## src/rtl/shop_pkg.sv

```systemverilog
package shop_pkg;

    typedef enum logic [1:0] {
        SK_LSL = 2'd0,
        SK_LSR = 2'd1,
        SK_ASR = 2'd2,
        SK_ROR = 2'd3
    } shift_kind_e;

    function automatic int amt_width(input int data_w, input int ramt_w);
        int sh_w;
        sh_w = $clog2(data_w) + 1;
        return (ramt_w + 1 > sh_w) ? ramt_w + 1 : sh_w;
    endfunction

endpackage

```

## src/rtl/shop_amount_sel.sv

```systemverilog
module shop_amount_sel
    import shop_pkg::*;
#(
    parameter int DATA_W = 32,
    parameter int IAMT_W = 5,
    parameter int RAMT_W = 8,
    parameter int AMT_W  = 9
) (
    input  shift_kind_e         kind,
    input  logic [IAMT_W-1:0]   imm_amount,
    input  logic [RAMT_W-1:0]   reg_amount,
    input  logic                use_reg,
    output logic [AMT_W-1:0]    eff_amt,
    output logic                unsup
);

    always_comb begin
        unsup   = 1'b0;
        eff_amt = '0;
        if (use_reg) begin
            eff_amt = AMT_W'(reg_amount);
            unsup   = (kind == SK_ROR);
        end else if ((imm_amount == '0) && ((kind == SK_LSR) || (kind == SK_ASR))) begin
            eff_amt = AMT_W'(DATA_W);
        end else begin
            eff_amt = AMT_W'(imm_amount);
            unsup   = (kind == SK_ROR) && (imm_amount == '0);
        end

        AST_ZERO_WIDENS: assert (use_reg || (imm_amount != '0) || (kind == SK_LSL) ||
                                 (kind == SK_ROR) || (eff_amt == AMT_W'(DATA_W)))
            else $error("zero instruction amount did not widen");
        AST_REG_ROR_UNSUP: assert (!(use_reg && (kind == SK_ROR)) || unsup)
            else $error("register rotate not flagged");
    end

endmodule

```

## src/rtl/shop_barrel.sv

```systemverilog
module shop_barrel
    import shop_pkg::*;
#(
    parameter int DATA_W = 32,
    parameter int AMT_W  = 9
) (
    input  logic [DATA_W-1:0]   val,
    input  shift_kind_e         kind,
    input  logic [AMT_W-1:0]    amt,
    input  logic                cin,
    output logic [DATA_W-1:0]   res,
    output logic                cout
);

    localparam int SH_W = $clog2(DATA_W) + 1;

    logic                  big;
    logic [SH_W-1:0]       capped;
    logic [DATA_W:0]       wide;
    logic [2*DATA_W-1:0]   dbl;

    always_comb begin
        big    = amt > AMT_W'(DATA_W);
        capped = big ? SH_W'(DATA_W) : amt[SH_W-1:0];
        wide   = '0;
        dbl    = '0;
        res    = val;
        cout   = cin;
        if (amt != '0) begin
            unique case (kind)
                SK_LSL: begin
                    wide = {1'b0, val} << capped;
                    if (big) begin
                        res  = '0;
                        cout = 1'b0;
                    end else begin
                        res  = wide[DATA_W-1:0];
                        cout = wide[DATA_W];
                    end
                end
                SK_LSR: begin
                    wide = {val, 1'b0} >> capped;
                    if (big) begin
                        res  = '0;
                        cout = 1'b0;
                    end else begin
                        res  = wide[DATA_W:1];
                        cout = wide[0];
                    end
                end
                SK_ASR: begin
                    wide = $unsigned($signed({val, 1'b0}) >>> capped);
                    res  = wide[DATA_W:1];
                    cout = wide[0];
                end
                SK_ROR: begin
                    dbl  = {val, val} >> amt[SH_W-2:0];
                    res  = dbl[DATA_W-1:0];
                    cout = res[DATA_W-1];
                end
            endcase
        end

        AST_ZERO_AMT_PASS: assert ((amt != '0) || ((res == val) && (cout == cin)))
            else $error("zero amount altered value or carry");
        AST_LSL_BEYOND: assert (!((kind == SK_LSL) && big) || ((res == '0) && !cout))
            else $error("left shift beyond width not cleared");
        AST_LSR_BEYOND: assert (!((kind == SK_LSR) && big) || ((res == '0) && !cout))
            else $error("right shift beyond width not cleared");
        AST_ASR_SIGN: assert (!((kind == SK_ASR) && (amt >= AMT_W'(DATA_W))) ||
                              ((res == {DATA_W{val[DATA_W-1]}}) && (cout == val[DATA_W-1])))
            else $error("arithmetic shift did not sign fill");
        AST_ROR_BITS: assert ((kind != SK_ROR) || ($countones(res) == $countones(val)))
            else $error("rotate changed bit count");
    end

endmodule

```

## src/rtl/shop_imm_rot.sv

```systemverilog
module shop_imm_rot #(
    parameter int DATA_W = 32,
    parameter int IMM_W  = 8,
    parameter int ROT_W  = 4
) (
    input  logic [IMM_W-1:0]    imm_byte,
    input  logic [ROT_W-1:0]    imm_rot,
    input  logic                cin,
    output logic [DATA_W-1:0]   res,
    output logic                cout
);

    logic [DATA_W-1:0]     zext;
    logic [ROT_W:0]        rot_amt;
    logic [2*DATA_W-1:0]   dbl;

    always_comb begin
        zext    = DATA_W'(imm_byte);
        rot_amt = {imm_rot, 1'b0};
        dbl     = {zext, zext} >> rot_amt;
        res     = dbl[DATA_W-1:0];
        cout    = (imm_rot == '0) ? cin : res[DATA_W-1];

        AST_IMM_BITS: assert ($countones(res) == $countones(imm_byte))
            else $error("constant rotate changed bit count");
        AST_IMM_ROT0: assert ((imm_rot != '0) || ((res == zext) && (cout == cin)))
            else $error("zero rotate altered constant or carry");
    end

endmodule

```

## src/rtl/shop_operand_unit.sv

```systemverilog
module shop_operand_unit
    import shop_pkg::*;
#(
    parameter int DATA_W = 32,
    parameter int IAMT_W = 5,
    parameter int RAMT_W = 8,
    parameter int IMM_W  = 8,
    parameter int ROT_W  = 4
) (
    input  logic [DATA_W-1:0]   opnd_val,
    input  logic [1:0]          shift_kind,
    input  logic [IAMT_W-1:0]   imm_amount,
    input  logic [RAMT_W-1:0]   reg_amount,
    input  logic                use_reg_amount,
    input  logic                use_immediate,
    input  logic [IMM_W-1:0]    imm_byte,
    input  logic [ROT_W-1:0]    imm_rot,
    input  logic                carry_in,
    output logic [DATA_W-1:0]   operand_out,
    output logic                carry_out,
    output logic                unsupported
);

    localparam int AMT_W = amt_width(DATA_W, RAMT_W);

    shift_kind_e          kind;
    logic [AMT_W-1:0]     eff_amt;
    logic                 sel_unsup;
    logic [DATA_W-1:0]    sh_res;
    logic                 sh_c;
    logic [DATA_W-1:0]    imm_res;
    logic                 imm_c;

    assign kind = shift_kind_e'(shift_kind);

    shop_amount_sel #(
        .DATA_W (DATA_W),
        .IAMT_W (IAMT_W),
        .RAMT_W (RAMT_W),
        .AMT_W  (AMT_W)
    ) amount_i (
        .kind       (kind),
        .imm_amount (imm_amount),
        .reg_amount (reg_amount),
        .use_reg    (use_reg_amount),
        .eff_amt    (eff_amt),
        .unsup      (sel_unsup)
    );

    shop_barrel #(
        .DATA_W (DATA_W),
        .AMT_W  (AMT_W)
    ) barrel_i (
        .val  (opnd_val),
        .kind (kind),
        .amt  (eff_amt),
        .cin  (carry_in),
        .res  (sh_res),
        .cout (sh_c)
    );

    shop_imm_rot #(
        .DATA_W (DATA_W),
        .IMM_W  (IMM_W),
        .ROT_W  (ROT_W)
    ) immrot_i (
        .imm_byte (imm_byte),
        .imm_rot  (imm_rot),
        .cin      (carry_in),
        .res      (imm_res),
        .cout     (imm_c)
    );

    always_comb begin
        if (use_immediate) begin
            operand_out = imm_res;
            carry_out   = imm_c;
            unsupported = 1'b0;
        end else if (sel_unsup) begin
            operand_out = opnd_val;
            carry_out   = carry_in;
            unsupported = 1'b1;
        end else begin
            operand_out = sh_res;
            carry_out   = sh_c;
            unsupported = 1'b0;
        end

        AST_UNSUP_HOLDS: assert (!unsupported || ((operand_out == opnd_val) && (carry_out == carry_in)))
            else $error("unsupported case altered operand");
        AST_IMM_NEVER_UNSUP: assert (!(use_immediate && unsupported))
            else $error("immediate form flagged unsupported");
    end

endmodule

```

## config.mk

```make
export PLATFORM = sky130hd
export DESIGN_NAME = shop_operand_unit
export DESIGN_NICKNAME = d
export VERILOG_FILES = /design/src/rtl/shop_pkg.sv /design/src/rtl/shop_amount_sel.sv /design/src/rtl/shop_barrel.sv /design/src/rtl/shop_imm_rot.sv /design/src/rtl/shop_operand_unit.sv
export SDC_FILE = /design/constraint.sdc
export NUM_CORES = 1
export LEC_CHECK = 0
export ABC_AREA = 1
export CAP_MARGIN = 20
export CORE_ASPECT_RATIO = 1.4
export CORE_UTILIZATION = 50
export DETAILED_ROUTE_END_ITERATION = 8
export GPL_TIMING_DRIVEN = 0
export PLACE_DENSITY = 0.85
export SYNTH_ARGS = -nofsm -noshare
export SYNTH_HDL_FRONTEND = slang
export SYNTH_HIERARCHICAL = 1
export SYNTH_SLANG_ARGS = --single-unit
```

## constraint.sdc

```tcl
create_clock -name vclk -period 5.1
set_input_delay 1.275 -clock vclk [all_inputs]
set_output_delay 1.275 -clock vclk [all_outputs]
set_load 0.01 [all_outputs]
```

==> results.toml, run 1 <==
[floorplanning]
rows = 54
die_w_um = 108.3
die_y_um = 150.9
initial_core_util_pct = 50.93
io_pins = 96

[grt]
grt_pass1_vias = 14250
grt_use_total_pct = 72.49
grt_max_degree = 12
grt_pass1_wl_um = 87620
grt_overflow_total = 49

[synth]
syn_area_um2 = 7915
yosysMostFrequentCell = "nand2_1"
synth_cell_types = 42
synth_cells = 1727
ys_top_cells_by_area = "nand2_1, nand3_1, o21ai_0"
netlist.area_leader.share_pct = 32.53
synth_common_cells = "nand2_1, nand3_1, inv_1, o21ai_0, nor2_1"
synth_area_per_cell_um2 = 4.583
syn-num-nets = 1790
synth-seq-area-share_pct = 0
ys.warnings.count = 6
synth_top_cell_by_area = "nand2_1"

[place]
dp_cells = 2016
dpl.hpwl_um = 36300
gp_congestion = 1.281
portBuffers = 93

[clock_network]
holdBufCountCts = 0

[run_status]
last-stage-reached = "global routing (5_1_grt)"
first-error = "[ERROR GRT-0116] Global routing finished with congestion. Check the congestion regions in the DRC Viewer."
status = "stopped before the end"
## through the flow
stage	hold WS [ns]	setup WS [ns]	area [um2]
floorplan	2.760	0.2655	7915
global placement	3.233	-2.170	9091
detailed placement	3.233	-2.164	9091
CTS	2.886	-0.3599	11100
## routing by layer
metal  GRT usage [%]  GRT overflow
met1           72.92             2
met2           88.09            29
met3           60.07             1
met4           68.31            16
met5           21.75             1
## cell families after synthesis
family	Yosys count	share of synthesized area (%)
other cells	1	0.04738
fa+ha+maj	1	0.1581
mux	27	3.414
buf+inv	284	16.08
simple gates	1110	59.28
compound gates	304	21.02
## what timing repair did
| item | 4_1_cts |
|---|---|
| setup endpoints to repair | 33 |
| gates resized for setup | 629 |
| setup buffers | 57 |
| cloned | 7 |
| pin swaps | 159 |
==> inputs of run 2 (changes only) <==
--- a/config.mk
+++ b/config.mk
@@ -7,11 +7,10 @@
 export LEC_CHECK = 0
 export ABC_AREA = 1
 export CAP_MARGIN = 20
-export CORE_ASPECT_RATIO = 1.4
-export CORE_UTILIZATION = 50
+export CORE_UTILIZATION = 35
 export DETAILED_ROUTE_END_ITERATION = 8
 export GPL_TIMING_DRIVEN = 0
-export PLACE_DENSITY = 0.85
+export PLACE_DENSITY_LB_ADDON = 0.15
 export SYNTH_ARGS = -nofsm -noshare
 export SYNTH_HDL_FRONTEND = slang
 export SYNTH_HIERARCHICAL = 1
==> run 2 against run 1 <==
Net effect: the flow now finishes, with violations (setup timing); synthesized area unchanged; synthesized cell count unchanged.
==> results.toml, run 2 <==
[synth]
ys_top_cells_by_area = "nand2_1, nand3_1, o21ai_0"
syn_area_um2 = 7915
syn-num-nets = 1790
synth_top_cell_by_area = "nand2_1"
synth-seq-area-share_pct = 0
netlist.area_leader.share_pct = 32.53
synth_cells = 1727
ys.warnings.count = 6
synth_area_per_cell_um2 = 4.583
yosysMostFrequentCell = "nand2_1"
synth_common_cells = "nand2_1, nand3_1, inv_1, o21ai_0, nor2_1"
synth_cell_types = 42

[timing]
finalCritPeriodShare_pct = 108.1
setup-violations-final = 33
slew_headroom_pct = 54.64
tightest_slew_ns = 0.6804
hold_viol_final = 0
drv_slew = 0
timing.final.ws_setup_ns = -0.4125
period_minus_slack_ns = 5.513
rsz0062_at_grt = "yes"
fmax_ghz = 0.1814
timing.hold.ws_ns = 2.895

[setup_path]
crit_type = "input port to primary output"
cp-end-kind = "primary output"
worstPathRequired_ns = 3.83
cp.arrival_ns = 4.24
path_max_fanout = 10
worst_setup_path_start_kind = "input port"

[place]
placed_cell_area_um2 = 9196
dpl.hpwl_um = 41180
gp_congestion = 1.131
portBuffers = 93

[finish]
design.seq.count = 0
design_area_um2 = 12990
area_growth_pct = 64.16
nets = 1987
mostFrequentLayoutCells = "nand2_1, nand2_2, nand3_1"
nClkBuffers = 0
drive_above_1_share_pct = 38.29
layout_commonest_cell = "nand2_1"
ff_latch_area_um2 = 0
final_util_pct = 58.99

[floorplanning]
core_um2 = 22030
rows = 54
die_y_um = 152.4
io_pins = 96
die_w_um = 152.4
initial_core_util_pct = 35.94
dieArea_um2 = 23220

[hold_path]
hold_end = "carry_out"
hp-class = "input port to primary output"
holdPathStages = 4
min_from = "use_immediate"

[route]
routedWlPerCell_um = 25.11
routed_wl_um = 55350
first_pass_iters = 6
first_iter_violations = 1728
postRouteAntennaNets = 0
vias = 13770
drc_errors = 0
viasPerCell = 6.246

[run]
cap_viol_max_count = 0

[run_status]
violations = "setup timing"
status = "complete, but fails checks"

[grt]
grt_max_degree = 12
grt_use_total_pct = 45.05
grt_pass1_vias = 12910
grt_overflow_total = 0
grt_antenna_before_repair = 5
grt_pass1_wl_um = 78970
## run 2: cell counts after synthesis
No cell type changed its count.
## run 2: final cells by class
cell class,count,area [um2]
antenna,2,5.005
buffer,122,1052
fill,2203,9032
inverter,159,631.9
multi-input combinational,1443,9120
tap,280,350.3
timing repair buffer,198,1834
## run 2: cell families after synthesis
kind of cell | Yosys count | synth area share [%]
simple gates | 1110 | 59.28
compound gates | 304 | 21.02
buf+inv | 284 | 16.08
mux | 27 | 3.414
fa+ha+maj | 1 | 0.1581
other cells | 1 | 0.04738
## run 2: repair_timing
item | 4_1_cts | 5_1_grt
endpoints found under the setup margin | 33 | 33
hold buffers | 0 | 0
setup buffers | 79 | 22
pin swaps | 200 | 130
cloned | 9 | 0
gates resized for setup | 823 | 215
## run 2: routing by layer
layer | vias to the layer above | GRT usage (%) | part of all wire, %
met5 | - | 0 | 0.076
met4 | 6 | 33.87 | 9.4
met3 | 326 | 11.66 | 12
met2 | 1076 | 68.51 | 42
met1 | 6272 | 54.54 | 36
li1 | 6086 | - | -
## run 2: how the worst max path moves through the flow
stage	cells after the start	startpoint	slack (ns)	endpoint
after global placement	21	shift_kind[0]	-2.04	operand_out[22]
after floorplan	23	shift_kind[0]	0.27	operand_out[10]
after detailed placement	21	shift_kind[0]	-1.98	operand_out[22]
final	24	use_reg_amount	-0.41	operand_out[20]
after CTS	25	shift_kind[1]	-0.31	operand_out[20]
after global routing	24	shift_kind[1]	-0.52	operand_out[20]
## run 2: per-stage QoR
step           setup WS (ns)  TNS (ns)  std cells
3_5_place_dp          -1.976    -58.62       2100
2_1_floorplan         0.2655         0       1727
5_1_grt              -0.5215    -13.09       2202
6_report             -0.4125    -9.012       2204
3_3_place_gp          -2.039    -59.74       2100
4_1_cts              -0.3083    -5.731       2186
## run 2: critical path, stage by stage
cell and delay [ns]:
buf_12 0.11, inv_6 0.04, nand2_1 0.07, nand2_2 0.14, nor2_4 0.16, nand2_4 0.08
o21ai_4 0.23, buf_12 0.16, nand2_8 0.09, buf_12 0.17, nand2_2 0.11, nand2_2 0.09
o21ai_4 0.42, nand2_2 0.14, nand2_2 0.11, nand2_4 0.06, o21ai_4 0.17, nand3_2 0.12
nand3_2 0.11, inv_2 0.04, nand2_2 0.05, nand3_1 0.06, nand2_1 0.08, buf_2 0.13
==> inputs of run 3 (changes only) <==
--- a/config.mk
+++ b/config.mk
@@ -15,3 +15,4 @@
 export SYNTH_HDL_FRONTEND = slang
 export SYNTH_HIERARCHICAL = 1
 export SYNTH_SLANG_ARGS = --single-unit
+export TNS_END_PERCENT = 5
==> run 3 against run 2 <==
Net effect: flip-flop and latch count is the same; routed wire length shrank 3.5%; the run still ends with setup timing left; worst hold slack lost 0.0028 ns; die area is the same; worst setup slack lost 0.13 ns; design area shrank 7.1%; sequential share of layout area is the same; maximum frequency shrank 2.3%; first-iteration DRC count shrank 0.64%; via count shrank 2.4%; largest cell class unchanged; cell count shrank 1.8%.
==> results.toml, run 3 (synthesis results as in run 2) <==
[setup_path]
cp_common_cell = "inv_1"
worstPathRequired_ns = 3.83
path_max_fanout = 11
cp-end-kind = "primary output"
slowest_stage = "dlygate4sd2_1"
crit_chain = "dlygate4sd2_1 > inv_1 > nor2_1 > inv_1 > nor2_1 > inv_1 > o211ai_1 > a21oi_2 > nand2_1 > inv_1 > nand2_2 > nand3_1 > nand2_1 > dlygate4sd2_1"
cp.arrival_ns = 4.37
crit_type = "input port to primary output"
crit_path_max_incr_delay_ns = 0.76
worst_setup_path_start_kind = "input port"

[route]
first_iter_violations = 1717
routed_wl_um = 53440
postRouteAntennaNets = 0
first_pass_iters = 7
viasPerCell = 6.208
drc_errors = 0
routedWlPerCell_um = 24.69
vias = 13440

[floorplanning]
rows = 54
die_w_um = 152.4
initial_core_util_pct = 35.94
io_pins = 96
die_y_um = 152.4
core_um2 = 22030
dieArea_um2 = 23220

[pwr]
ir_drop_uv = 60.73
cellLeakagePower_nw = 5.881
power.density_nw_per_um2 = 139.9

[finish]
drive_above_1_share_pct = 31.93
design_area_um2 = 12070
stdcell_count = 2164
design.seq.count = 0
nClkBuffers = 0
area_growth_pct = 52.48
mostFrequentLayoutCells = "nand2_1, nand3_1, inv_1"
layout_commonest_cell = "nand2_1"
fillerInstances = 2368
nets = 1947
ff_latch_area_um2 = 0

[grt]
grt_pass1_vias = 12130
grt_overflow_total = 0
grt_antenna_before_repair = 4
grt_max_degree = 12
grt_pass1_wl_um = 75640
grt_use_total_pct = 43.25

[timing]
setup-violations-final = 33
fin_tns_setup_ns = -12.24
finalCritPeriodShare_pct = 110.7
hold_viol_final = 0
slew_headroom_pct = 42.00
rsz0062_at_grt = "yes"
tightest_slew_ns = 0.8699
fmax_ghz = 0.1772
timing.hold.ws_ns = 2.893
drv_slew = 0
period_minus_slack_ns = 5.643
timing.final.ws_setup_ns = -0.5433

[hold_path]
hold_end = "operand_out[31]"
min_from = "use_immediate"
hp-class = "input port to primary output"
holdPathStages = 4

[run]
cap_viol_max_count = 0

[place]
placed_cell_area_um2 = 9196
dp_cells = 2100
dpl.hpwl_um = 41180
portBuffers = 93
pre_cts_slack_ns = -1.976
gp_congestion = 1.131

[run_status]
violations = "setup timing"
status = "complete, but fails checks"

[clock_network]
holdBufCountCts = 0
## run 3: worst max-delay path, delay by kind of cell
family          cells  cell delay (ns)
compound gates      2             0.22
simple gates        6             0.99
buf+inv             6             1.87
## run 3: per-layer routing
metal | track usage [%] | wire, um | part of all wire [%] | up-vias
met5 | 0 | 108 | 0.20 | -
met4 | 28.62 | 4811 | 9.0 | 8
met3 | 9.585 | 6420 | 12 | 306
met2 | 66.51 | 22050 | 41 | 1035
met1 | 54.14 | 20040 | 38 | 6089
li1 | - | - | - | 5997
## run 3: layout make-up
| type | instances | area, um2 | area share, % |
|---|---|---|---|
| Tap cell | 280 | 350.3 | 2.903 |
| Multi-Input combinational cell | 1443 | 8573 | 71.03 |
| Buffer | 123 | 998.5 | 8.273 |
| Inverter | 159 | 635.6 | 5.266 |
| Antenna cell | 2 | 5.005 | 0.04147 |
| Timing Repair Buffer | 157 | 1506 | 12.48 |
## run 3: timing repair
item	CTS	global route
buffers inserted	24	33
setup endpoints to repair	33	33
cloned	6	1
gates resized for setup	499	352
pin swaps	83	138
## run 3: worst max-delay path by stage
stage	slack, ns	to	depth (start not counted)	startpoint
2_1_floorplan	0.27	operand_out[10]	23	shift_kind[0]
5_1_grt	-0.62	operand_out[7]	25	shift_kind[0]
3_3_place_gp	-2.04	operand_out[22]	21	shift_kind[0]
4_1_cts	-0.58	operand_out[20]	24	reg_amount[0]
3_5_place_dp	-1.98	operand_out[22]	21	shift_kind[0]
6_report	-0.54	operand_out[7]	14	opnd_val[31]
## run 3: metrics by stage
step	power [mW]	utilization, %
3_5_place_dp	1.250	41.75
4_1_cts	1.430	48.65
6_report	1.689	54.79
5_1_grt	1.772	54.77
3_3_place_gp	1.253	41.75
2_1_floorplan	0.7628	-
## run 3: power breakdown
group | internal, mW | leakage, nW | switching [mW] | total [mW]
registers | 0 | 0 | 0 | 0
clock network | 0.00000000127 | 0.0000165 | 0 | 0.00000000129
logic | 0.582 | 5.88 | 1.11 | 1.69
No activity file was read; power rests on OpenSTA's default activity.
==> inputs of run 4 (changes only) <==
==> constraint.sdc (replaced) <==
create_clock -name vclk -period 5.94
set_input_delay 1.485 -clock vclk [all_inputs]
set_output_delay 1.485 -clock vclk [all_outputs]
set_load 0.01 [all_outputs]
==> run 4 against run 3 <==
Net effect: the flow still finishes with violations (setup timing); worst hold slack better by 0.42 ns; first-iteration DRC count decreased by 5.3%; core utilization down 0.37 points; non-clock buffer count unchanged; routed wire length is 0.97% lower; largest cell class unchanged.
==> results.toml, run 4 (synthesis results as in run 2) <==
[floorplanning]
die_w_um = 152.4
dieArea_um2 = 23220
rows = 54
die_y_um = 152.4
io_pins = 96
initial_core_util_pct = 35.94
core_um2 = 22030

[finish]
area_growth_pct = 51.45
design.seq.count = 0
design_area_um2 = 11990
nets = 1947
ff_latch_area_um2 = 0
fillerInstances = 2376
multi_input_area_um2 = 8504
mostFrequentLayoutCells = "nand2_1, nand3_1, inv_1"
layout_commonest_cell = "nand2_1"
nClkBuffers = 0
drive_above_1_share_pct = 31.30
stdcell_count = 2163

[run_status]
violations = "setup timing"
status = "complete, but fails checks"

[grt]
grt_antenna_before_repair = 4
grt_use_total_pct = 43.25
grt_pass1_vias = 12130
grt_overflow_total = 0
grt_max_degree = 12
grt_pass1_wl_um = 75640

[hold_path]
hold_end = "carry_out"
min_from = "use_immediate"
hp-class = "input port to primary output"
holdPathStages = 4

[timing]
slew_headroom_pct = 44.45
rsz0062_at_grt = "yes"
setup-violations-final = 3
period_minus_slack_ns = 5.984
timing.final.ws_setup_ns = -0.04434
fmax_ghz = 0.1671
hold_viol_final = 0
finalCritPeriodShare_pct = 100.7
tightest_slew_ns = 0.8333
drv_slew = 0
fin_tns_setup_ns = -0.05233

[place]
placed_cell_area_um2 = 9196
dpl.hpwl_um = 41180
portBuffers = 93
dp_cells = 2100
gp_congestion = 1.131

[setup_path]
crit_path_max_incr_delay_ns = 0.23
worstSetupStartpoint = "use_reg_amount"
cp.arrival_ns = 4.50
crit_type = "input port to primary output"
cp-end-kind = "primary output"
slowest_stage = "o21ai_4"
worst_setup_path_start_kind = "input port"
path_max_fanout = 10
worstPathRequired_ns = 4.45

[route]
postRouteAntennaNets = 0
vias = 13360
routedWlPerCell_um = 24.47
viasPerCell = 6.176
drc_errors = 0
first_iter_violations = 1626
routed_wl_um = 52920
first_pass_iters = 6

[clock_network]
holdBufCountCts = 0

[run]
cap_viol_max_count = 0
run 4: what timing repair did:
item | in CTS | in global routing
pin swaps | 83 | 132
setup endpoints to repair | 33 | 33
gates resized for setup | 499 | 331
buffers inserted | 24 | 33
cloned | 6 | 1
run 4: how the worst max path moves through the flow:
stage	endpoint	slack (ns)	cells after the start
after floorplan	operand_out[10]	0.69	23
after global placement	operand_out[22]	-1.62	21
after detailed placement	operand_out[22]	-1.56	21
after CTS	operand_out[20]	-0.16	24
after global routing	operand_out[30]	-0.14	25
final	operand_out[30]	-0.04	26
run 4: final cells by class:
class,count,area share [%]
timing repair buffer,157,12.48
tap,280,2.922
multi-input combinational,1443,70.94
inverter,159,5.302
antenna,1,0.02087
buffer,123,8.329
run 4: critical path: cells and delay by family:
| kind | cells | cell delay (ns) |
|---|---|---|
| and+or+nand+nor | 12 | 1.07 |
| AOI/OAI and AO/OA | 4 | 0.63 |
| buffers and inverters | 10 | 1.27 |
run 4: stage by stage:
step | hold slack [ns] | setup slack [ns] | util (%)
2_1_floorplan | 3.180 | 0.6855 | -
3_3_place_gp | 3.668 | -1.619 | 41.75
3_5_place_dp | 3.661 | -1.556 | 41.75
4_1_cts | 3.343 | -0.1617 | 48.65
5_1_grt | 3.333 | -0.1367 | 54.41
6_report | 3.318 | -0.04434 | 54.43
run 4: routing by layer:
| layer | track usage [%] | vias up | routed length (um) |
|---|---|---|---|
| li1 | - | 5996 | - |
| met1 | 54.14 | 6086 | 19920 |
| met2 | 66.51 | 965 | 21830 |
| met3 | 9.585 | 303 | 6180 |
| met4 | 28.62 | 8 | 4936 |
| met5 | 0 | - | 51 |
